[src/rtl/bt_pkg.sv]
package bt_pkg;
  localparam int LEN_W = 8;
  localparam int BYTE_W = 8;

  localparam logic [1:0] ADDR_CTL  = 2'd0;
  localparam logic [1:0] ADDR_DATA = 2'd1;
  localparam logic [1:0] ADDR_MASK = 2'd2;

  // control register bit positions (host software decodes these)
  localparam int CB_CLR_IN  = 0;
  localparam int CB_CLR_OUT = 1;
  localparam int CB_KICK    = 2;
  localparam int CB_B2H     = 3;
  localparam int CB_SMS     = 4;
  localparam int CB_HBUSY   = 6;
  localparam int CB_BBUSY   = 7;

  localparam int MB_EN   = 0;
  localparam int MB_PEND = 1;

  localparam logic [BYTE_W-1:0] EMPTY_BYTE = 8'hFF;
endpackage

[src/rtl/bt_inbound_buf.sv]
module bt_inbound_buf
  import bt_pkg::*;
#(
  parameter int DEPTH = 64,
  parameter int IDX_W = $clog2(DEPTH)
) (
  input  logic              clk,
  input  logic              rst,
  input  logic              wr_en,
  input  logic [BYTE_W-1:0] wr_data,
  input  logic              clr,
  output logic [LEN_W-1:0]  len,
  input  logic [IDX_W-1:0]  rd_idx,
  output logic [BYTE_W-1:0] rd_data
);
  logic [BYTE_W-1:0] mem [DEPTH];
  logic              room;

  assign room = 32'(len) < DEPTH;

  // memory: one write port, one registered read port
  always_ff @(posedge clk) begin
    if (wr_en && room) mem[len[IDX_W-1:0]] <= wr_data;
    rd_data <= mem[rd_idx];
  end

  always_ff @(posedge clk) begin
    if (rst)                        len <= '0;
    else if (clr)                   len <= '0;
    else if (wr_en && (len != '1))  len <= len + 1'b1;
  end
endmodule

[src/rtl/bt_outbound_buf.sv]
module bt_outbound_buf
  import bt_pkg::*;
#(
  parameter int DEPTH = 64,
  parameter int IDX_W = $clog2(DEPTH)
) (
  input  logic              clk,
  input  logic              rst,
  input  logic              eng_we,
  input  logic [IDX_W-1:0]  eng_idx,
  input  logic [BYTE_W-1:0] eng_data,
  input  logic              load,
  input  logic [LEN_W-1:0]  load_len,
  input  logic              clr_pos,
  input  logic              rd_en,
  output logic              avail,
  output logic [BYTE_W-1:0] rd_q
);
  localparam logic [LEN_W-1:0] DEPTH_LEN = LEN_W'(DEPTH);

  logic [BYTE_W-1:0] mem [DEPTH];
  logic [LEN_W-1:0]  pos, len;

  assign avail = pos < len;

  always_ff @(posedge clk) begin
    if (eng_we) mem[eng_idx] <= eng_data;
    if (rd_en && avail) rd_q <= mem[pos[IDX_W-1:0]];
  end

  always_ff @(posedge clk) begin
    if (rst) begin
      pos <= '0;
      len <= '0;
    end else begin
      if (rd_en && avail) begin
        if (pos + 1'b1 == len) begin
          pos <= '0;
          len <= '0;
        end else begin
          pos <= pos + 1'b1;
        end
      end
      if (clr_pos) pos <= '0;
      if (load) len <= (load_len > DEPTH_LEN) ? DEPTH_LEN : load_len;
    end
  end
endmodule

[src/rtl/bt_irq_ctrl.sv]
module bt_irq_ctrl (
  input  logic       clk,
  input  logic       rst,
  input  logic       mask_wr,
  input  logic [1:0] mask_wdata,
  input  logic       rsp_post,
  input  logic       sms_rise,
  input  logic       sms_fall,
  input  logic       b2h_q,
  input  logic       sms_q,
  input  logic       irq_allow,
  output logic       en_q,
  output logic       pend_q,
  output logic       irq
);
  logic en_n, pend_n;

  always_comb begin
    en_n   = en_q;
    pend_n = pend_q;
    // host mask write first: enable edge, then acknowledge
    if (mask_wr) begin
      if (mask_wdata[0] != en_q) begin
        if (mask_wdata[0]) begin
          if (b2h_q || sms_q) pend_n = 1'b1;
          en_n = 1'b1;
        end else begin
          pend_n = 1'b0;
          en_n   = 1'b0;
        end
      end
      if (mask_wdata[1] && pend_n) pend_n = 1'b0;
    end
    // engine-side events after the host write
    if (rsp_post && en_n) pend_n = 1'b1;
    if (sms_rise && en_n && !b2h_q) pend_n = 1'b1;
    if (sms_fall && !b2h_q) pend_n = 1'b0;
  end

  always_ff @(posedge clk) begin
    if (rst) begin
      en_q   <= 1'b0;
      pend_q <= 1'b0;
      irq    <= 1'b0;
    end else begin
      en_q   <= en_n;
      pend_q <= pend_n;
      irq    <= pend_n & irq_allow;
    end
  end
endmodule

[src/rtl/bt_host_port.sv]
module bt_host_port
  import bt_pkg::*;
#(
  parameter int BUF_DEPTH = 64,
  parameter int IDX_W = $clog2(BUF_DEPTH)
) (
  input  logic              clk,
  input  logic              rst,
  input  logic [1:0]        host_addr,
  input  logic [BYTE_W-1:0] host_wdata,
  input  logic              host_wr,
  input  logic              host_rd,
  output logic [BYTE_W-1:0] host_rdata,
  output logic              req_ready,
  output logic [LEN_W-1:0]  in_len,
  input  logic [IDX_W-1:0]  in_rd_idx,
  output logic [BYTE_W-1:0] in_rd_data,
  input  logic              out_wr_en,
  input  logic [IDX_W-1:0]  out_wr_idx,
  input  logic [BYTE_W-1:0] out_wr_data,
  input  logic              rsp_post,
  input  logic [LEN_W-1:0]  rsp_len,
  input  logic              sms_upd,
  input  logic              sms_val,
  input  logic              irq_allow,
  output logic              irq
);
  logic ctl_wr, data_wr, mask_wr, data_rd;
  logic b2h_q, sms_q, hbusy_q, bbusy_q;
  logic sms_rise, sms_fall;
  logic en_q, pend_q;
  logic out_avail;
  logic [BYTE_W-1:0] out_rd_q, rd_hold;
  logic rd_from_mem;
  logic [BYTE_W-1:0] ctl_view, mask_view;

  assign ctl_wr  = host_wr && (host_addr == ADDR_CTL);
  assign data_wr = host_wr && (host_addr == ADDR_DATA);
  assign mask_wr = host_wr && (host_addr == ADDR_MASK);
  assign data_rd = host_rd && (host_addr == ADDR_DATA);

  assign sms_rise = sms_upd &&  sms_val && !sms_q;
  assign sms_fall = sms_upd && !sms_val &&  sms_q;

  // control flags
  always_ff @(posedge clk) begin
    if (rst) begin
      b2h_q     <= 1'b0;
      sms_q     <= 1'b0;
      hbusy_q   <= 1'b0;
      bbusy_q   <= 1'b0;
      req_ready <= 1'b0;
    end else begin
      req_ready <= ctl_wr && host_wdata[CB_KICK];
      if (ctl_wr) begin
        if (host_wdata[CB_B2H])   b2h_q   <= 1'b0;
        if (host_wdata[CB_SMS])   sms_q   <= 1'b0;
        if (host_wdata[CB_HBUSY]) hbusy_q <= ~hbusy_q;
        if (host_wdata[CB_KICK])  bbusy_q <= 1'b1;
      end
      if (sms_rise) sms_q <= 1'b1;
      if (sms_fall) sms_q <= 1'b0;
      if (rsp_post) begin
        bbusy_q <= 1'b0;
        b2h_q   <= 1'b1;
      end
    end
  end

  bt_inbound_buf #(.DEPTH(BUF_DEPTH), .IDX_W(IDX_W)) u_in (
    .clk(clk), .rst(rst),
    .wr_en(data_wr), .wr_data(host_wdata),
    .clr(ctl_wr && host_wdata[CB_CLR_IN]),
    .len(in_len), .rd_idx(in_rd_idx), .rd_data(in_rd_data)
  );

  bt_outbound_buf #(.DEPTH(BUF_DEPTH), .IDX_W(IDX_W)) u_out (
    .clk(clk), .rst(rst),
    .eng_we(out_wr_en), .eng_idx(out_wr_idx), .eng_data(out_wr_data),
    .load(rsp_post), .load_len(rsp_len),
    .clr_pos(ctl_wr && host_wdata[CB_CLR_OUT]),
    .rd_en(data_rd), .avail(out_avail), .rd_q(out_rd_q)
  );

  bt_irq_ctrl u_irq (
    .clk(clk), .rst(rst),
    .mask_wr(mask_wr), .mask_wdata(host_wdata[1:0]),
    .rsp_post(rsp_post), .sms_rise(sms_rise), .sms_fall(sms_fall),
    .b2h_q(b2h_q), .sms_q(sms_q), .irq_allow(irq_allow),
    .en_q(en_q), .pend_q(pend_q), .irq(irq)
  );

  always_comb begin
    ctl_view = '0;
    ctl_view[CB_BBUSY] = bbusy_q;
    ctl_view[CB_HBUSY] = hbusy_q;
    ctl_view[CB_SMS]   = sms_q;
    ctl_view[CB_B2H]   = b2h_q;
    mask_view = '0;
    mask_view[MB_EN]   = en_q;
    mask_view[MB_PEND] = pend_q;
  end

  // read path: register holds the selected value, memory has its own read register
  always_ff @(posedge clk) begin
    if (rst) begin
      rd_hold     <= '0;
      rd_from_mem <= 1'b0;
    end else if (host_rd) begin
      rd_from_mem <= data_rd && out_avail;
      case (host_addr)
        ADDR_CTL:  rd_hold <= ctl_view;
        ADDR_MASK: rd_hold <= mask_view;
        default:   rd_hold <= EMPTY_BYTE;
      endcase
    end
  end

  assign host_rdata = rd_from_mem ? out_rd_q : rd_hold;
endmodule

[config.mk]
export PLATFORM = sky130hd
export DESIGN_NAME = bt_host_port
export DESIGN_NICKNAME = d
export VERILOG_FILES = /design/src/rtl/bt_pkg.sv /design/src/rtl/bt_inbound_buf.sv /design/src/rtl/bt_outbound_buf.sv /design/src/rtl/bt_irq_ctrl.sv /design/src/rtl/bt_host_port.sv
export SDC_FILE = /design/constraint.sdc
export NUM_CORES = 1
export LEC_CHECK = 0
export ABC_AREA = 0
export BUFFER_PORTS_ARGS = -buffer_cell sky130_fd_sc_hd__buf_2
export CAP_MARGIN = 20
export CORE_ASPECT_RATIO = 0.5
export CORE_UTILIZATION = 62
export DETAILED_ROUTE_END_ITERATION = 8
export GPL_ROUTABILITY_DRIVEN = 0
export PLACE_DENSITY = 0.79
export SYNTH_ARGS = -nofsm -noshare
export SYNTH_HDL_FRONTEND = slang
export SYNTH_HIERARCHICAL = 1
export SYNTH_SLANG_ARGS = --single-unit
export TNS_END_PERCENT = 100
[constraint.sdc]
create_clock -name clk -period 3.2 [get_ports clk]
set_input_delay 0.64 -clock clk [delete_from_list [all_inputs] [get_ports clk]]
set_output_delay 0.64 -clock clk [all_outputs]
set_load 0.02 [all_outputs]
==> metrics list <==
- Primary flip-flop cell chosen by synthesis mapping: edfxtp_1
- Overall track demand over capacity in global routing: 27.8%
- Transition time at the pin with the least slew margin: 1.01 ns
* Leakage dissipation: 15.3 nW
- Yosys Warn Count: 6
* Clk buf depth: 3
- CTS buffer count: 89
- Clock root buffer master: clkbuf_16
* Unrepaired setup endpoints after global routing: no
- After clock tree synthesis, the setup repair step added 0 buffers.
* Floorplan row count: 67
- The clock period could shrink to 2.76 ns.
- Synthesized netlist net count: 2,249
- Ranked by total cell area, the synthesized netlist is headed by edfxtp_1, mux4_2, dfxtp_1, nor2_1, mux2i_1.
- After layout, the worst path uses 86.4% of the clock period.
- Measured on the finished design, the core utilization comes to 71.5%.
- Fraction of synthesized cell area taken by the top area cell type: 72.7%
- CP Cell Sequence: nor2b_1 -> a221oi_1 -> o21ai_0 -> o211ai_1 -> nand3_1 -> o22ai_1
* Area of the mapped netlist: 42,600 µm²
- Register area share after synthesis: 75.0%
* Data required, critical path: 3.59 ns
* Number of gates resized after cts: 0
* Start point of the critical path: u_out/pos[2]
* Commonest cells after routing, fill and taps aside: edfxtp_1, mux4_2, buf_4, nor2_1, clkbuf_16
- Count of unique library cells instantiated by Yosys: 70
- For the worst-skew pair, the clock arrives at the later sink with an insertion delay of 0.65 ns.
- On the worst path, the slowest cell contributes a delay of 0.86 ns.
* Worst supply voltage drop on vdd: 0.387 mV
- Setup crit end kind: flip-flop
- Count of buffer and inverter cells on the critical path: 0
- Placed wire-length estimate: 59.2 mm
- Average footprint of a synthesized cell: 19.4 µm²
- The initial utilization of the core area, before any placement, comes to 63.1%.
- Total negative slack for setup checks: 0 ns
- Die width: 373 µm
- TritonCTS built the clock tree.
- In this run the tool buffered the top-level ports with 72 buffer cells.
* Worst slew margin: 32.6%
- Setup Crit Path Kind: flip-flop to flip-flop
* Kind of cell adding the most delay to the critical path: simple AND/OR/NAND/NOR gates
- Final net count: 2,489
- Fraction of final layout cells with drive strength greater than 1: 26.9%
- The worst hold path begins at irq_allow.
- Number of remaining DRC errors: 0
- Via count normalized by instance count: 6.62
* Final setup fails: 0
* Filler Cells Inserted: 3,783
- For this run, the top clock speed supported by timing is 362 MHz.
* WL per Instance: 28.1 µm
- Core footprint: 67,500 µm²
* Outcome: complete, no violations
- The first routing iteration left 2,788 violations.
- Pin placement for this block handled 73 I/O pins.
* Number of antenna violations at the first check in global routing: 3
- Number of vias in the routed layout: 22,505
* Largest area contributor in the synthesized netlist: edfxtp_1
* Cell count after synthesis: 2,192
- Area after DPL: 45,100 µm²
* Cell with the largest stage delay on the worst path: nor2b_1
- Instance count along the most critical hold path: 2
* Number of cell instances on the worst register-to-register path: 6
- Multi-input logic area: 9960 µm²
* Worst-case register-to-register setup slack: 0.44 ns
- The floorplan step defined a die boundary enclosing 69,800 µm².
* Htree depth: 3
- For this run the aggregate overflow at the end of global routing stands at 0.
- Registers take 32,000 µm².
- The detail route stage leaves a number of antenna-violating nets equal to 0.
- Worst hold path endpoint: u_irq/irq
- The first global-routing pass estimated 143 mm of wire.
- After synthesis, the share of flip-flops with an asynchronous set or reset is 0%.
- Final Max Slew Viols: 0
* Class of the tightest hold or removal check: primary input to flip-flop
- Pin count of the biggest net entering global routing: 66
* Arrival time of the worst setup path: 3.15 ns
- Clock-pin slew was measured on the worst setup and hold paths at 0.07 ns.
* Max-Cap Viols: 0
* Post-synth EDFFs: 1,032
- The startpoint identified for the worst register-to-register timing path is u_out/pos[2].
- The number of hold buffers added after CTS was 0.
- Measured along the y axis, the die boundary spans 187 µm.
- Vias in the first global route: 22,769
* Total wirelength of the detailed-routed design: 95.6 mm
* R2R Path End: u_out/rd_q[1]
* Number of flip-flops and latches in the synthesized netlist: 1,080
- Power Density: 585 nW/µm²
- From synthesis to final layout, the design area changed by 13.2%.
- STA classifies the critical path startpoint as a flip-flop.
- Commonest non-fill, non-tap cell in the layout: edfxtp_1
- The count of final hold-check violations came to 0.
- Crit-path max FO: 15
* Worst Clk Skew: 0.0167 ns
* Total non-filler cell area in the finished layout: 48,300 µm²
- Drt first pass iters: 6
- The design draws 28.2 mW.
- # clock sinks: 1,080
-- state kept, by name, indices dropped and copies added (netlist names), 7 cells and up --
register	count
u_out/pos	8
u_out/rd_q	8
u_in/mem	512
rd_hold	7
u_out/len	8
u_in/rd_data	8
u_in/len	8
u_out/mem	512
-- per-layer routing --
layer  share of wire (%)  routed length (µm)  GRT usage, %  vias up
li1                    -                   -             -     9454
met1                  38               36300          38.1    11641
met2                  50               48000          45.9     1211
met3                 8.6                8250          5.03      195
met4                 3.2                3080          9.63        4
met5               0.023                  22             0        -
-- metrics by stage --
step	hold WS (ns)	std cells	setup WS [ns]
3_5_place_dp	0.460	3233	0.373
4_1_cts	0.154	3392	0.446
2_1_floorplan	0.444	2192	0.341
5_1_grt	0.173	3397	0.216
3_3_place_gp	0.466	3232	0.396
6_report	0.185	3398	0.437
-- synthesized netlist by cell type, types with 10 or more instances --
library cell,n
edfxtp_1,1032
mux4_2,233
nor2_1,176
nand2_1,61
clkbuf_1,58
mux2i_1,56
dfxtp_1,48
nand3_1,38
nor2b_1,36
a21oi_1,34
a22oi_1,34
o21ai_0,32
buf_4,27
nor3_1,26
buf_2,23
mux2_2,16
a221oi_1,15
nand2b_1,15
o22ai_1,15
inv_1,14
a211oi_1,13
o211ai_1,11
xnor2_1,11
ha_1,10
-- final cells by class --
type	count	area share [%]
Timing Repair Buffer	271	4.31
Clock inverter	48	1.24
Inverter	15	0.117
Multi-Input combinational cell	975	20.6
Sequential cell	1080	66.2
Clock buffer	111	5.13
Antenna cell	1	0.00519
Tap cell	897	2.33
-- how the worst max path moves through the flow --
stage | endpoint | depth (start not counted) | slack [ns]
6_report | u_out/rd_q[1] | 6 | 0.44
5_1_grt | u_out/pos[1] | 10 | 0.22
4_1_cts | u_out/pos[0] | 10 | 0.45
3_5_place_dp | u_in/rd_data[4] | 7 | 0.37
3_3_place_gp | u_in/rd_data[4] | 7 | 0.40
2_1_floorplan | u_out/pos[1] | 14 | 0.34
-- power by group --
| part | internal, mW | switching, mW | total [mW] |
|---|---|---|---|
| registers | 15.5 | 0.0437 | 15.6 |
| clock network | 6.62 | 4.87 | 11.5 |
| logic | 0.429 | 0.726 | 1.15 |
-- cells by family after synthesis --
family,Yosys count,synth area share (%)
simple gates,429,4.95
xor+xnor,16,0.329
buf+inv,137,1.66
mux,311,14.4
fa+ha+maj,10,0.294
flops,1080,75.0
compound gates,209,3.41
Power figures use the tool's default switching activity.
